--- config.mk ---
export PLATFORM = sky130hd
export DESIGN_NAME = usbx_line_if
export DESIGN_NICKNAME = d
export VERILOG_FILES = /design/src/rtl/usbx_pkg.sv /design/src/rtl/usbx_ctrl_fsm.sv /design/src/rtl/usbx_eye_gen.sv /design/src/rtl/usbx_line_enc.sv /design/src/rtl/usbx_rx_sync.sv /design/src/rtl/usbx_line_if.sv
export SDC_FILE = /design/constraint.sdc
export NUM_CORES = 1
export LEC_CHECK = 0
export BUFFER_PORTS_ARGS = -buffer_cell sky130_fd_sc_hd__buf_2
export CAP_MARGIN = 20
export CORE_AREA = 8 8 45 47
export CTS_CLUSTER_SIZE = 16
export DETAILED_ROUTE_END_ITERATION = 16
export DIE_AREA = 0 0 53 55
export GPL_TIMING_DRIVEN = 1
export SKIP_CTS_REPAIR_TIMING = 1
export SYNTH_ARGS = -nofsm -noshare
export SYNTH_HDL_FRONTEND = slang
export SYNTH_SLANG_ARGS = --single-unit
--- constraint.sdc ---
create_clock -name clk -period 1 [get_ports clk]
set_clock_uncertainty 0.15 [all_clocks]
set_input_delay 0.1 -clock clk [delete_from_list [all_inputs] [get_ports clk]]
set_output_delay 0.1 -clock clk [all_outputs]
set_load 0.02 [all_outputs]
--- src/rtl/usbx_pkg.sv ---
package usbx_pkg;

    typedef enum logic [1:0] {
        LN_SE0   = 2'b00,
        LN_DIFF0 = 2'b01,
        LN_DIFF1 = 2'b10,
        LN_BAD   = 2'b11
    } line_code_e;

    typedef enum logic [1:0] {
        BUS_SE0     = 2'd0,
        BUS_FS_IDLE = 2'd1,
        BUS_LS_IDLE = 2'd2,
        BUS_ERROR   = 2'd3
    } bus_state_e;

    typedef enum logic [1:0] {
        ST_LISTEN,
        ST_SIE_DRIVE,
        ST_EYE_RUN,
        ST_EYE_DRAIN
    } ctl_state_e;

endpackage

--- src/rtl/usbx_ctrl_fsm.sv ---
module usbx_ctrl_fsm
    import usbx_pkg::*;
(
    input  logic       clk,
    input  logic       rst_n,
    input  logic       cfg_enable,
    input  logic       cfg_eye_test,
    input  logic       sie_tx_req,
    input  logic       bit_tick,
    output ctl_state_e state_q,
    output logic       eye_load,
    output logic       eye_step
);

    ctl_state_e state_d;
    logic       eye_on;
    logic       sie_on;

    assign eye_on = cfg_enable & cfg_eye_test;
    assign sie_on = cfg_enable & sie_tx_req;

    // state register
    always_ff @(posedge clk or negedge rst_n) begin
        if (!rst_n) begin
            state_q <= ST_LISTEN;
        end else begin
            state_q <= state_d;
        end
    end

    // next-state decision
    always_comb begin
        state_d = state_q;
        unique case (state_q)
            ST_LISTEN: begin
                if (eye_on) begin
                    state_d = ST_EYE_RUN;
                end else if (sie_on) begin
                    state_d = ST_SIE_DRIVE;
                end
            end
            ST_SIE_DRIVE: begin
                if (eye_on) begin
                    state_d = ST_EYE_RUN;
                end else if (!sie_on) begin
                    state_d = ST_LISTEN;
                end
            end
            ST_EYE_RUN: begin
                if (!eye_on) begin
                    state_d = ST_EYE_DRAIN;
                end
            end
            ST_EYE_DRAIN: begin
                if (eye_on) begin
                    state_d = ST_EYE_RUN;
                end else if (bit_tick) begin
                    state_d = ST_LISTEN;
                end
            end
            default: state_d = ST_LISTEN;
        endcase
    end

    // control strobes for the pattern generator
    always_comb begin
        eye_load = 1'b0;
        eye_step = 1'b0;
        unique case (state_q)
            ST_LISTEN, ST_SIE_DRIVE: eye_load = (state_d == ST_EYE_RUN);
            ST_EYE_RUN:              eye_step = bit_tick;
            ST_EYE_DRAIN:            eye_step = 1'b0;
            default:                 eye_step = 1'b0;
        endcase
    end

    AST_DRAIN_EXIT: assert property (@(posedge clk) disable iff (!rst_n)
        (state_q == ST_EYE_DRAIN && bit_tick && !eye_on) |=> (state_q == ST_LISTEN));

    AST_EYE_PRIORITY: assert property (@(posedge clk) disable iff (!rst_n)
        (state_q == ST_LISTEN && eye_on) |=> (state_q == ST_EYE_RUN));

endmodule

--- src/rtl/usbx_eye_gen.sv ---
module usbx_eye_gen (
    input  logic clk,
    input  logic rst_n,
    input  logic load,
    input  logic step,
    input  logic first_is_k,
    output logic sym_k
);

    always_ff @(posedge clk or negedge rst_n) begin
        if (!rst_n) begin
            sym_k <= 1'b0;
        end else if (load) begin
            sym_k <= first_is_k;
        end else if (step) begin
            sym_k <= ~sym_k;
        end
    end

    AST_EYE_TOGGLE: assert property (@(posedge clk) disable iff (!rst_n)
        (step && !load) |=> (sym_k != $past(sym_k)));

endmodule

--- src/rtl/usbx_line_enc.sv ---
module usbx_line_enc
    import usbx_pkg::*;
(
    input  ctl_state_e state_q,
    input  logic [1:0] sie_code_q,
    input  logic       sym_k,
    input  logic       full_speed,
    output logic       oe_n,
    output logic [1:0] pair,
    output logic       illegal
);

    logic [1:0] j_code;
    logic [1:0] k_code;
    logic [1:0] eye_code;

    assign j_code   = full_speed ? LN_DIFF1 : LN_DIFF0;
    assign k_code   = full_speed ? LN_DIFF0 : LN_DIFF1;
    assign eye_code = sym_k ? k_code : j_code;

    always_comb begin
        oe_n    = 1'b1;
        pair    = LN_SE0;
        illegal = 1'b0;
        unique case (state_q)
            ST_LISTEN: begin
                oe_n = 1'b1;
            end
            ST_SIE_DRIVE: begin
                oe_n = 1'b0;
                if (sie_code_q == LN_BAD) begin
                    pair    = LN_SE0;
                    illegal = 1'b1;
                end else begin
                    pair = sie_code_q;
                end
            end
            ST_EYE_RUN, ST_EYE_DRAIN: begin
                oe_n = 1'b0;
                pair = eye_code;
            end
            default: oe_n = 1'b1;
        endcase
    end

endmodule

--- src/rtl/usbx_rx_sync.sv ---
module usbx_rx_sync
    import usbx_pkg::*;
#(
    parameter int STAGES = 2
) (
    input  logic       clk,
    input  logic       rst_n,
    input  logic       vp,
    input  logic       vm,
    output logic [1:0] bus_state
);

    logic [1:0] decoded;
    logic [1:0] sync_q [STAGES];

    always_comb begin
        unique case ({vp, vm})
            2'b00:   decoded = BUS_SE0;
            2'b10:   decoded = BUS_FS_IDLE;
            2'b01:   decoded = BUS_LS_IDLE;
            default: decoded = BUS_ERROR;
        endcase
    end

    always_ff @(posedge clk or negedge rst_n) begin
        if (!rst_n) begin
            sync_q[0] <= BUS_SE0;
        end else begin
            sync_q[0] <= decoded;
        end
    end

    for (genvar s = 1; s < STAGES; s++) begin : g_stage
        always_ff @(posedge clk or negedge rst_n) begin
            if (!rst_n) begin
                sync_q[s] <= BUS_SE0;
            end else begin
                sync_q[s] <= sync_q[s-1];
            end
        end
    end

    assign bus_state = sync_q[STAGES-1];

    AST_RX_FIRST_STAGE: assert property (@(posedge clk) disable iff (!rst_n)
        ({vp, vm} == 2'b11) |=> (sync_q[0] == BUS_ERROR));

endmodule

--- src/rtl/usbx_line_if.sv ---
module usbx_line_if
    import usbx_pkg::*;
#(
    parameter int RX_SYNC_STAGES = 2,
    parameter int CODE_W         = 2
) (
    input  logic              clk,
    input  logic              rst_n,
    input  logic              cfg_enable,
    input  logic              cfg_full_speed,
    input  logic              cfg_ext_xcvr,
    input  logic              cfg_oe_mon_on,
    input  logic              cfg_eye_test,
    input  logic              bit_tick,
    input  logic              sie_tx_req,
    input  logic [CODE_W-1:0] sie_tx_code,
    output logic              xcvr_oe_n,
    output logic              xcvr_vpo,
    output logic              xcvr_vmo,
    input  logic              xcvr_vp,
    input  logic              xcvr_vm,
    output logic [1:0]        rx_bus_state,
    output logic              tx_illegal,
    output logic              oe_mon_active,
    output logic              oe_mon_driving
);

    ctl_state_e        state_q;
    logic              eye_load;
    logic              eye_step;
    logic              sym_k;
    logic [CODE_W-1:0] sie_code_q;
    logic [1:0]        pair;

    always_ff @(posedge clk or negedge rst_n) begin
        if (!rst_n) begin
            sie_code_q <= '0;
        end else begin
            sie_code_q <= sie_tx_code;
        end
    end

    usbx_ctrl_fsm i_fsm (
        .clk          (clk),
        .rst_n        (rst_n),
        .cfg_enable   (cfg_enable),
        .cfg_eye_test (cfg_eye_test),
        .sie_tx_req   (sie_tx_req),
        .bit_tick     (bit_tick),
        .state_q      (state_q),
        .eye_load     (eye_load),
        .eye_step     (eye_step)
    );

    usbx_eye_gen i_eye (
        .clk        (clk),
        .rst_n      (rst_n),
        .load       (eye_load),
        .step       (eye_step),
        .first_is_k (cfg_full_speed),
        .sym_k      (sym_k)
    );

    usbx_line_enc i_enc (
        .state_q    (state_q),
        .sie_code_q (sie_code_q[1:0]),
        .sym_k      (sym_k),
        .full_speed (cfg_full_speed),
        .oe_n       (xcvr_oe_n),
        .pair       (pair),
        .illegal    (tx_illegal)
    );

    usbx_rx_sync #(.STAGES(RX_SYNC_STAGES)) i_rx (
        .clk       (clk),
        .rst_n     (rst_n),
        .vp        (xcvr_vp),
        .vm        (xcvr_vm),
        .bus_state (rx_bus_state)
    );

    assign xcvr_vpo       = pair[1];
    assign xcvr_vmo       = pair[0];
    assign oe_mon_active  = cfg_ext_xcvr | cfg_oe_mon_on;
    assign oe_mon_driving = oe_mon_active & ~xcvr_oe_n;

    AST_NO_BAD_LINE: assert property (@(posedge clk) disable iff (!rst_n)
        !(xcvr_vpo && xcvr_vmo));

    AST_EYE_DRIVES: assert property (@(posedge clk) disable iff (!rst_n)
        (state_q == ST_EYE_RUN) |-> !xcvr_oe_n);

    AST_LISTEN_RELEASED: assert property (@(posedge clk) disable iff (!rst_n)
        (state_q == ST_LISTEN) |-> (xcvr_oe_n && !tx_illegal));

    AST_REQ_DROP: assert property (@(posedge clk) disable iff (!rst_n)
        (state_q == ST_SIE_DRIVE && !sie_tx_req && !cfg_eye_test) |=> xcvr_oe_n);

    AST_MON_GATED: assert property (@(posedge clk) disable iff (!rst_n)
        !oe_mon_active |-> !oe_mon_driving);

    AST_EYE_HOLD: assert property (@(posedge clk) disable iff (!rst_n)
        (state_q == ST_EYE_RUN && !bit_tick && cfg_enable && cfg_eye_test
         && $stable(cfg_full_speed)) |=> $stable(pair));

endmodule

Yosys cells after proc, flatten, opt, wreduce, memory -nomap -nowiden
Cells that the tools add are included.
{"block": "totals", "in_bits": 13, "wordCells": 45, "out_inout_bits": 8, "register_bits": 9}
{"block": "classes", "reduce_logical": 6, "muxes": 21, "bitwise": 6, "n_eq_ne": 7}
{"operator": "$mux 2", "n": 11}
{"operator": "$eq 2x2->1 const B", "n": 5}
{"operator": "$pmux 2 s4", "n": 1}
{"operator": "$mux 1", "n": 6}
{"operator": "$pmux 2 s3", "n": 1}
{"operator": "$eq 2x1->1 const B", "n": 2}
{"operator": "$logic_not 2->1", "n": 2}
{"operator": "$pmux 2 s2", "n": 1}
{"operator": "$reduce_or 2->1", "n": 2}
{"operator": "$and 1x1->1", "n": 3}
{"operator": "$reduce_or 3->1", "n": 1}
{"operator": "$not 1->1", "n": 2}
{"operator": "$pmux 1 s2", "n": 1}
{"operator": "$reduce_bool 2->1", "n": 1}
{"operator": "$or 1x1->1", "n": 1}

Longest topological paths before layout
Gate-level depths: netlist of the first run.
{"block": "logic_depth", "word_depth": 7, "mapped_depth": 3, "ltp_nobuf": 3}

Hierarchy
Synthesis of the first run repeated with hierarchy kept, for this count alone.
{"block": "unflattened", "cells_unflattened": 32, "area_unflattened_um2": 391.6}
{"module": "usbx_rx_sync", "cells_each": 8, "seq_area_each_um2": 100.1, "area_each_um2": 122.6, "instances": 1}
{"module": "usbx_ctrl_fsm", "cells_each": 9, "seq_area_each_um2": 50.0, "area_each_um2": 105.1, "instances": 1}
{"module": "usbx_line_if", "cells_each": 4, "seq_area_each_um2": 50.0, "area_each_um2": 66.3, "instances": 1}
{"module": "usbx_line_enc", "cells_each": 7, "seq_area_each_um2": 0.0, "area_each_um2": 55.1, "instances": 1}
{"module": "usbx_eye_gen", "cells_each": 4, "seq_area_each_um2": 25.0, "area_each_um2": 42.5, "instances": 1}

Worst setup path before layout of the first run
Ideal clock, no wire load.
{"block": "synth_timing", "path_kind": "flip-flop to output port", "from": "register i_fsm.state_q[1]", "to": "output xcvr_vpo", "path_buffers": 1, "arrival_time_ns": 1.059, "stages_incl_launch_ff": 3, "setup_slack_ns": -0.309, "cell_sequence": "dfrtp_1 -> buf_6 -> o31ai_1"}
{"block": "synth_via", "elab_chain_len": 3, "elab_cells_between_ends": 5, "classes_between": "eq/ne: 3; mux: 1; reduce/logical: 1"}
{"element": "start, declared", "line_no": "usbx_ctrl_fsm.sv:10", "text": "output ctl_state_e state_q,"}
{"element": "start signal, assigned", "line_no": "usbx_ctrl_fsm.sv:27", "text": "state_q <= state_d;"}
{"element": "$eq 2x2->1", "line_no": "usbx_line_enc.sv:25", "text": "unique case (state_q)"}
{"element": "$reduce_or 2->1", "line_no": "usbx_line_enc.sv:25"}
{"element": "$pmux 2 s2 *", "line_no": "usbx_line_enc.sv:25"}
{"element": "end, declared", "line_no": "usbx_line_if.sv:18", "text": "output logic xcvr_vpo,"}
Every way passes the cells marked *; elsewhere a longest branch is shown, timed or not.

Worst setup path in the final report of the first run
{"block": "layout_timing", "from": "register i_eye.sym_k", "to": "output xcvr_vmo"}
{"block": "layout_via", "elab_chain_len": 2}
{"element": "start, declared", "line_no": "usbx_eye_gen.sv:7", "text": "output logic sym_k"}
{"element": "start signal, assigned", "line_no": "usbx_eye_gen.sv:14", "text": "sym_k <= first_is_k;"}
{"element": "start signal, assigned", "line_no": "usbx_eye_gen.sv:16", "text": "sym_k <= ~sym_k;"}
{"element": "$mux 2", "line_no": "usbx_line_enc.sv:19", "text": "assign eye_code = sym_k ? k_code : j_code;"}
{"element": "$pmux 2 s2", "line_no": "usbx_line_enc.sv:25"}
{"element": "end, declared", "line_no": "usbx_line_if.sv:19", "text": "output logic xcvr_vmo,"}
No other way between the ends.

==> results of run 1 <==
area by class of cell:
| cell class | count | area share (%) |
|---|---|---|
| clock buffers | 4 | 3.73 |
| multi-input cells | 21 | 28.2 |
| flip-flops and latches | 9 | 32.3 |
| well taps | 16 | 2.84 |
| repair buffers | 30 | 32.9 |
metal layers:
| metal | share of wire [%] | wire length [um] |
|---|---|---|
| met1 | 35 | 325 |
| met2 | 57 | 526 |
| met3 | 8.2 | 76 |
| met4 | 0 | 0 |
| met5 | 0 | 0 |
cell families (layout without fill, tap and decap cells):
logic type / after synthesis / in the layout / share of synthesized area [%]
flip-flops: 9 / 9 / 56.8
multiplexers: 1 / 1 / 2.52
buffers and inverters: 5 / 34 / 8.52
XOR/XNOR: 2 / 2 / 4.42
AND/OR/NAND/NOR: 14 / 14 / 20.5
AO/OA/AOI/OAI: 4 / 4 / 7.26
path summary, 6_finish.rpt:
check / depth (start not counted) / start / end
hold / removal: 3 / cfg_enable / i_fsm.state_q[1]
max in group asynchronous: 2 / rst_n / i_fsm.state_q[1]
setup / recovery: 3 / i_eye.sym_k / xcvr_vmo
hold reg to reg: 0 / i_rx.sync_q[3] / i_rx.bus_state[1]
min in group asynchronous: 2 / rst_n / sie_code_q[0]
setup reg to reg: 2 / i_fsm.state_q[1] / i_fsm.state_q[0]
synth_stat cells:
library cell,count
nand2_1,6
a211oi_1,1
nor2_1,1
mux2i_1,1
clkbuf_1,2
o31ai_1,1
nor3b_1,1
xnor2_1,1
and4bb_1,1
and3_1,1
a21oi_1,1
buf_6,1
nand3b_1,1
dfrtp_1,9
nor2b_2,1
buf_4,2
a31o_1,1
xor2_1,1
or2_1,1
nor2b_1,1
report_power, final:
part           total (mW)  switching, mW  internal, mW  leakage (nW)
Sequential          0.499         0.0798         0.419         0.102
Combinational       0.613          0.272         0.341         0.216
Clock               0.270          0.117         0.153        0.0150
registers in the layout (all words and copies together) (netlist names):
signal	flops
i_eye.sym_k	1
i_fsm.state_q	2
i_rx.bus_state	2
i_rx.sync_q	2
sie_code_q	2
per-stage QoR:
stage	power, mW	util (%)
CTS	1.26	42.4
detailed placement	0.980	40.5
global route	1.47	50.9
floorplan	0.813	-
global placement	0.965	40.5
finish	1.38	50.9
cell usage in the layout (no fill, tap or decap):
cell type	Yosys	routed
dfrtp_2	0	2
o31ai_4	0	1
nand3b_1	1	1
mux2i_2	0	1
a21oi_1	1	1
a31o_1	1	1
nor2b_4	0	1
xnor2_1	1	1
buf_2	0	13
and3_1	1	1
nand2_2	0	2
nand2_1	6	4
buf_4	2	5
nor2b_2	1	1
xor2_2	0	1
and4bb_1	1	1
clkbuf_1	2	1
or2_1	1	1
dlygate4sd3_1	0	5
a211oi_2	0	1
nor2_4	0	1
clkbuf_4	0	3
buf_6	1	7
nor3b_4	0	1
dfrtp_1	9	7
critical path, stage by stage (launching register included):
cell	delay [ns]
dfrtp_1	0.41
xor2_2	0.20
mux2i_2	0.16
buf_4	0.17
==> metrics.yaml, run 1 <==
min_path:
  hp-class: "in -> reg"
placement:
  dp_hpwl_um: 732
  place_area_um2: 561
  place_ws_ns: -0.236
  numPortBuffers: 20
  globalplace.congestion: 0.693
  placed_cells: 70
worst_setup_path:
  worstPathArrival_ns: 1.19
  crit_type: "reg -> out"
  cp-start-kind: "flop"
  required_ns: 0.75
  rrSetupSlack_ns: -0.13
  cp_max_fo: 2
  worst_setup_path_end_kind: "output port"
floorplan:
  std_cell_rows: 14
  die_w_um: 53
  ioPinCount: 21
  dieArea_mm2: 0.00292
  initial_core_util_pct: 28.7
  coreArea_mm2: 0.00138
  die_y_um: 55
timing:
  holdWs_ns: -0.0221
  maxSlewHeadroom_pct: 86.6
  fin_crit_ns: 1.44
  slew_viol_final: 0
  fmax_ghz: 0.694
  fin_tns_setup_ns: -2.44
  rsz0062_at_grt: "true"
  setup_viol: 10
  fin_crit_sh_pct: 144
  hold_violations: 1
  worst_slew_pin_slew_ns: 0.200
  setup_ws_ns: -0.442
clocking:
  cts_made_buffers: 3
  cts.sinks: 9
  cts_tree: "built"
  htree_levels: 1
  root_buffer: "clkbuf_4"
  path_clk_slew_ns: 0.06
  clk_path_buf_depth: 2
  clk_latency_ns: 0.25
run:
  drv_cap: 0
layout:
  fillers: 138
  design_area_um2: 704
  regArea_um2: 228
  drive_gt1_share_pct: 62.5
  area_growth_pct: 77.6
  diodes: 0
  fin_nets: 78
  layout.cells.non_filler: 80
  multi_input_area_um2: 199
logic_synthesis:
  synth_top_cell_area_share_pct: 56.8
  ys_warn_count: 0
  synth.avg_cell_area_um2: 11.3
  synth_area_leaders: "dfrtp_1, nand2_1, buf_4"
  syn_inst: 35
  ys_seq_area_share_pct: 56.8
  syn-num-nets: 48
  synth_seq_cells: 9
  synth_area_leader_cell: "dfrtp_1"
  netlist_area_um2: 397
  ys_types: 20
drt:
  drc: 0
  first_iter_violations: 1
  wl_per_cell_um: 11.6
  vias_per_cell: 4.28
  postRouteAntennaNets: 0
  vias: 342
  postRouteWirelength_um: 928
  first_pass_iters: 4
global_routing:
  grt_pass1_wl_um: 1400
  grt_use_met1_pct: 6.56
  grt_max_degree: 10
  antenna_found_initial: 0
  gr-usage-met2_pct: 11.5
  grt_busiest_layer: "met2"
  grt_pass1_vias: 352
  grt_overflow_total: 0
  track_usage_pct: 6.73
  grtUsageMet3_pct: 2.41
power_and_ir_drop:
  max-vdd-ir-drop_v: 0.000949
  p_leak_nw: 0.333
  powerDensity_mw_per_mm2: 1960
outcome:
  violations: "hold timing, setup timing"
  run_status: "finished, violations left"
(Power assumes the default switching activity.)
==> inputs of run 2 (changes only) <==
--- a/config.mk
+++ b/config.mk
@@ -15,4 +15,5 @@
 export SKIP_CTS_REPAIR_TIMING = 1
 export SYNTH_ARGS = -nofsm -noshare
 export SYNTH_HDL_FRONTEND = slang
+export SYNTH_HIERARCHICAL = 1
 export SYNTH_SLANG_ARGS = --single-unit
==> run 2 against run 1 <==
Against the previous run:
- the flow still finishes with violations (hold timing, setup timing)
- critical path depth is the same
- combinational power grew 1%
- largest power group unchanged
- die area is the same
- non-clock buffer count grew 1
- critical endpoint unchanged
- first-iteration DRC count grew to 3.0 times the previous value
==> metrics.yaml, run 2 <==
drt:
  first_iter_violations: 3
  postRouteWirelength_um: 934
  first_pass_iters: 2
  vias_per_cell: 4.35
  wl_met1_um: 381
  drc: 0
  wl_per_cell_um: 11.8
  met3_length_um: 94
  postRouteAntennaNets: 0
  vias: 344
  wl_met2_um: 457
  top_layer_used: "met3"
clocking:
  cts.sinks: 9
  htree_levels: 1
  clk_path_buf_depth: 2
  cts_made_buffers: 3
  path_clk_slew_ns: 0.06
  root_buffer: "clkbuf_4"
  clk_latency_ns: 0.25
  cts_tree: "built"
global_routing:
  grt_pass1_vias: 283
  track_usage_pct: 5.41
  antenna_found_initial: 0
  grt_pass1_wl_um: 1140
  grt_max_degree: 11
  grt_overflow_total: 0
layout:
  multi_input_area_um2: 180
  final_cell_mix: "buf_2, buf_6, dfrtp_1"
  fillers: 122
  layout.cells.non_filler: 79
  fin_nets: 77
  area_growth_pct: 79.6
  drive_gt1_share_pct: 61.9
  final_common_cell: "buf_2"
  regArea_um2: 228
  diodes: 0
logic_synthesis:
  synth_area_leaders: "dfrtp_1, xnor2_1, buf_4"
  ys.flop_type: "dfrtp_1"
  synth_top_cell_area_share_pct: 57.5
  ys_warn_count: 6
  netlist_area_um2: 392
  synth_area_leader_cell: "dfrtp_1"
  yosys.area_share.simple_pct: 18.5
  synth_xor_area_share_pct: 4.47
  ys_types: 18
  syn_inst: 32
  muxShareOfSynthArea_pct: 2.56
  synth-edff-count: 0
  synth.avg_cell_area_um2: 12.2
  synth_top_family_by_area: "simple AND/OR/NAND/NOR gates"
  synth_compound_area_share_pct: 11.2
  async_flop_share_pct: 100
  ys_seq_area_share_pct: 57.5
  synth_most_common_cell: "dfrtp_1"
  syn-num-nets: 45
  yosys.area_share.adder_pct: 0
  synth_seq_cells: 9
  netlist_top_cells_count: "dfrtp_1, nand2_1"
worst_setup_path:
  crit_type: "reg -> out"
  required_ns: 0.75
  worstPathArrival_ns: 1.16
  worst_setup_path_end_kind: "output port"
  cp_max_fo: 2
  cp-start-kind: "flop"
timing:
  fmax_ghz: 0.708
  rsz0062_at_grt: "true"
  holdWs_ns: -0.0219
  fin_crit_ns: 1.41
  maxSlewHeadroom_pct: 84.8
  hold_violations: 1
  fin_crit_sh_pct: 141
  slew_viol_final: 0
  worst_slew_pin_slew_ns: 0.225
  setup_ws_ns: -0.413
  setup_viol: 8
outcome:
  run_status: "finished, violations left"
  violations: "hold timing, setup timing"
floorplan:
  coreArea_mm2: 0.00138
  die_w_um: 53
  ioPinCount: 21
  initial_core_util_pct: 28.3
  dieArea_mm2: 0.00292
  std_cell_rows: 14
  die_y_um: 55
min_path:
  hp-class: "in -> reg"
placement:
  globalplace.congestion: 0.717
  numPortBuffers: 20
  dp_hpwl_um: 627
  placed_cells: 65
power_and_ir_drop:
  max-vdd-ir-drop_v: 0.000709
  p_leak_nw: 0.335
  powerDensity_mw_per_mm2: 1950
  finalPower_mw: 1.37
run:
  drv_cap: 0
## run 2: through the flow
| stage | setup WS, ns | TNS, ns | area [um2] | utilization (%) |
|---|---|---|---|---|
| 2_1_floorplan | -0.0912 | -0.426 | 413 | - |
| 3_3_place_gp | -0.181 | -0.919 | 518 | 37.4 |
| 3_5_place_dp | -0.183 | -0.904 | 518 | 37.4 |
| 4_1_cts | -0.472 | -2.37 | 544 | 39.3 |
| 5_1_grt | -0.443 | -2.68 | 703 | 50.8 |
| 6_report | -0.413 | -2.37 | 703 | 50.8 |
## run 2: final cells by class
| cell class | instances | share of cell area (%) |
|---|---|---|
| Tap cell | 16 | 2.85 |
| Sequential cell | 9 | 32.4 |
| Clock buffer | 4 | 3.74 |
| Multi-Input combinational cell | 19 | 25.6 |
| Timing Repair Buffer | 31 | 35.4 |
## run 2: routing by layer
metal	vias up	global-route usage, %
li1	172	-
met5	-	0
met3	0	3.21
met4	0	3.88
met1	158	6.26
met2	14	7.23
## run 2: worst paths after layout
check	start	end	slack [ns]	cells after the start
worst max register to register	i_fsm/state_q[1]	i_eye/sym_k	-0.25	4
max in group asynchronous	rst_n	i_fsm/state_q[1]	0.43	2
worst min-delay path	cfg_eye_test	i_fsm/state_q[1]	-0.02	2
worst min register to register	i_rx/sync_q[3]	i_rx/bus_state[1]	0.20	0
worst max-delay path	i_eye/sym_k	xcvr_vmo	-0.41	3
min in group asynchronous	rst_n	sie_code_q[1]	0.09	2
## run 2: worst max-delay path, stage by stage, from the launching register on
cell and delay (ns):
dfrtp_1 0.40, xnor2_2 0.16, a32o_2 0.23, buf_6 0.13
## run 2: power breakdown
| group | internal, mW | switching [mW] |
|---|---|---|
| logic | 0.384 | 0.235 |
| clock network | 0.153 | 0.114 |
| registers | 0.420 | 0.0654 |
| total | 0.957 | 0.415 |
## run 2: logic make-up (layout without fill, tap and decap cells)
family | Yosys count | count (layout)
AND/OR/NAND/NOR | 11 | 11
XOR/XNOR | 2 | 2
AO/OA/AOI/OAI | 5 | 5
multiplexers | 1 | 1
buffers and inverters | 4 | 35
flip-flops | 9 | 9
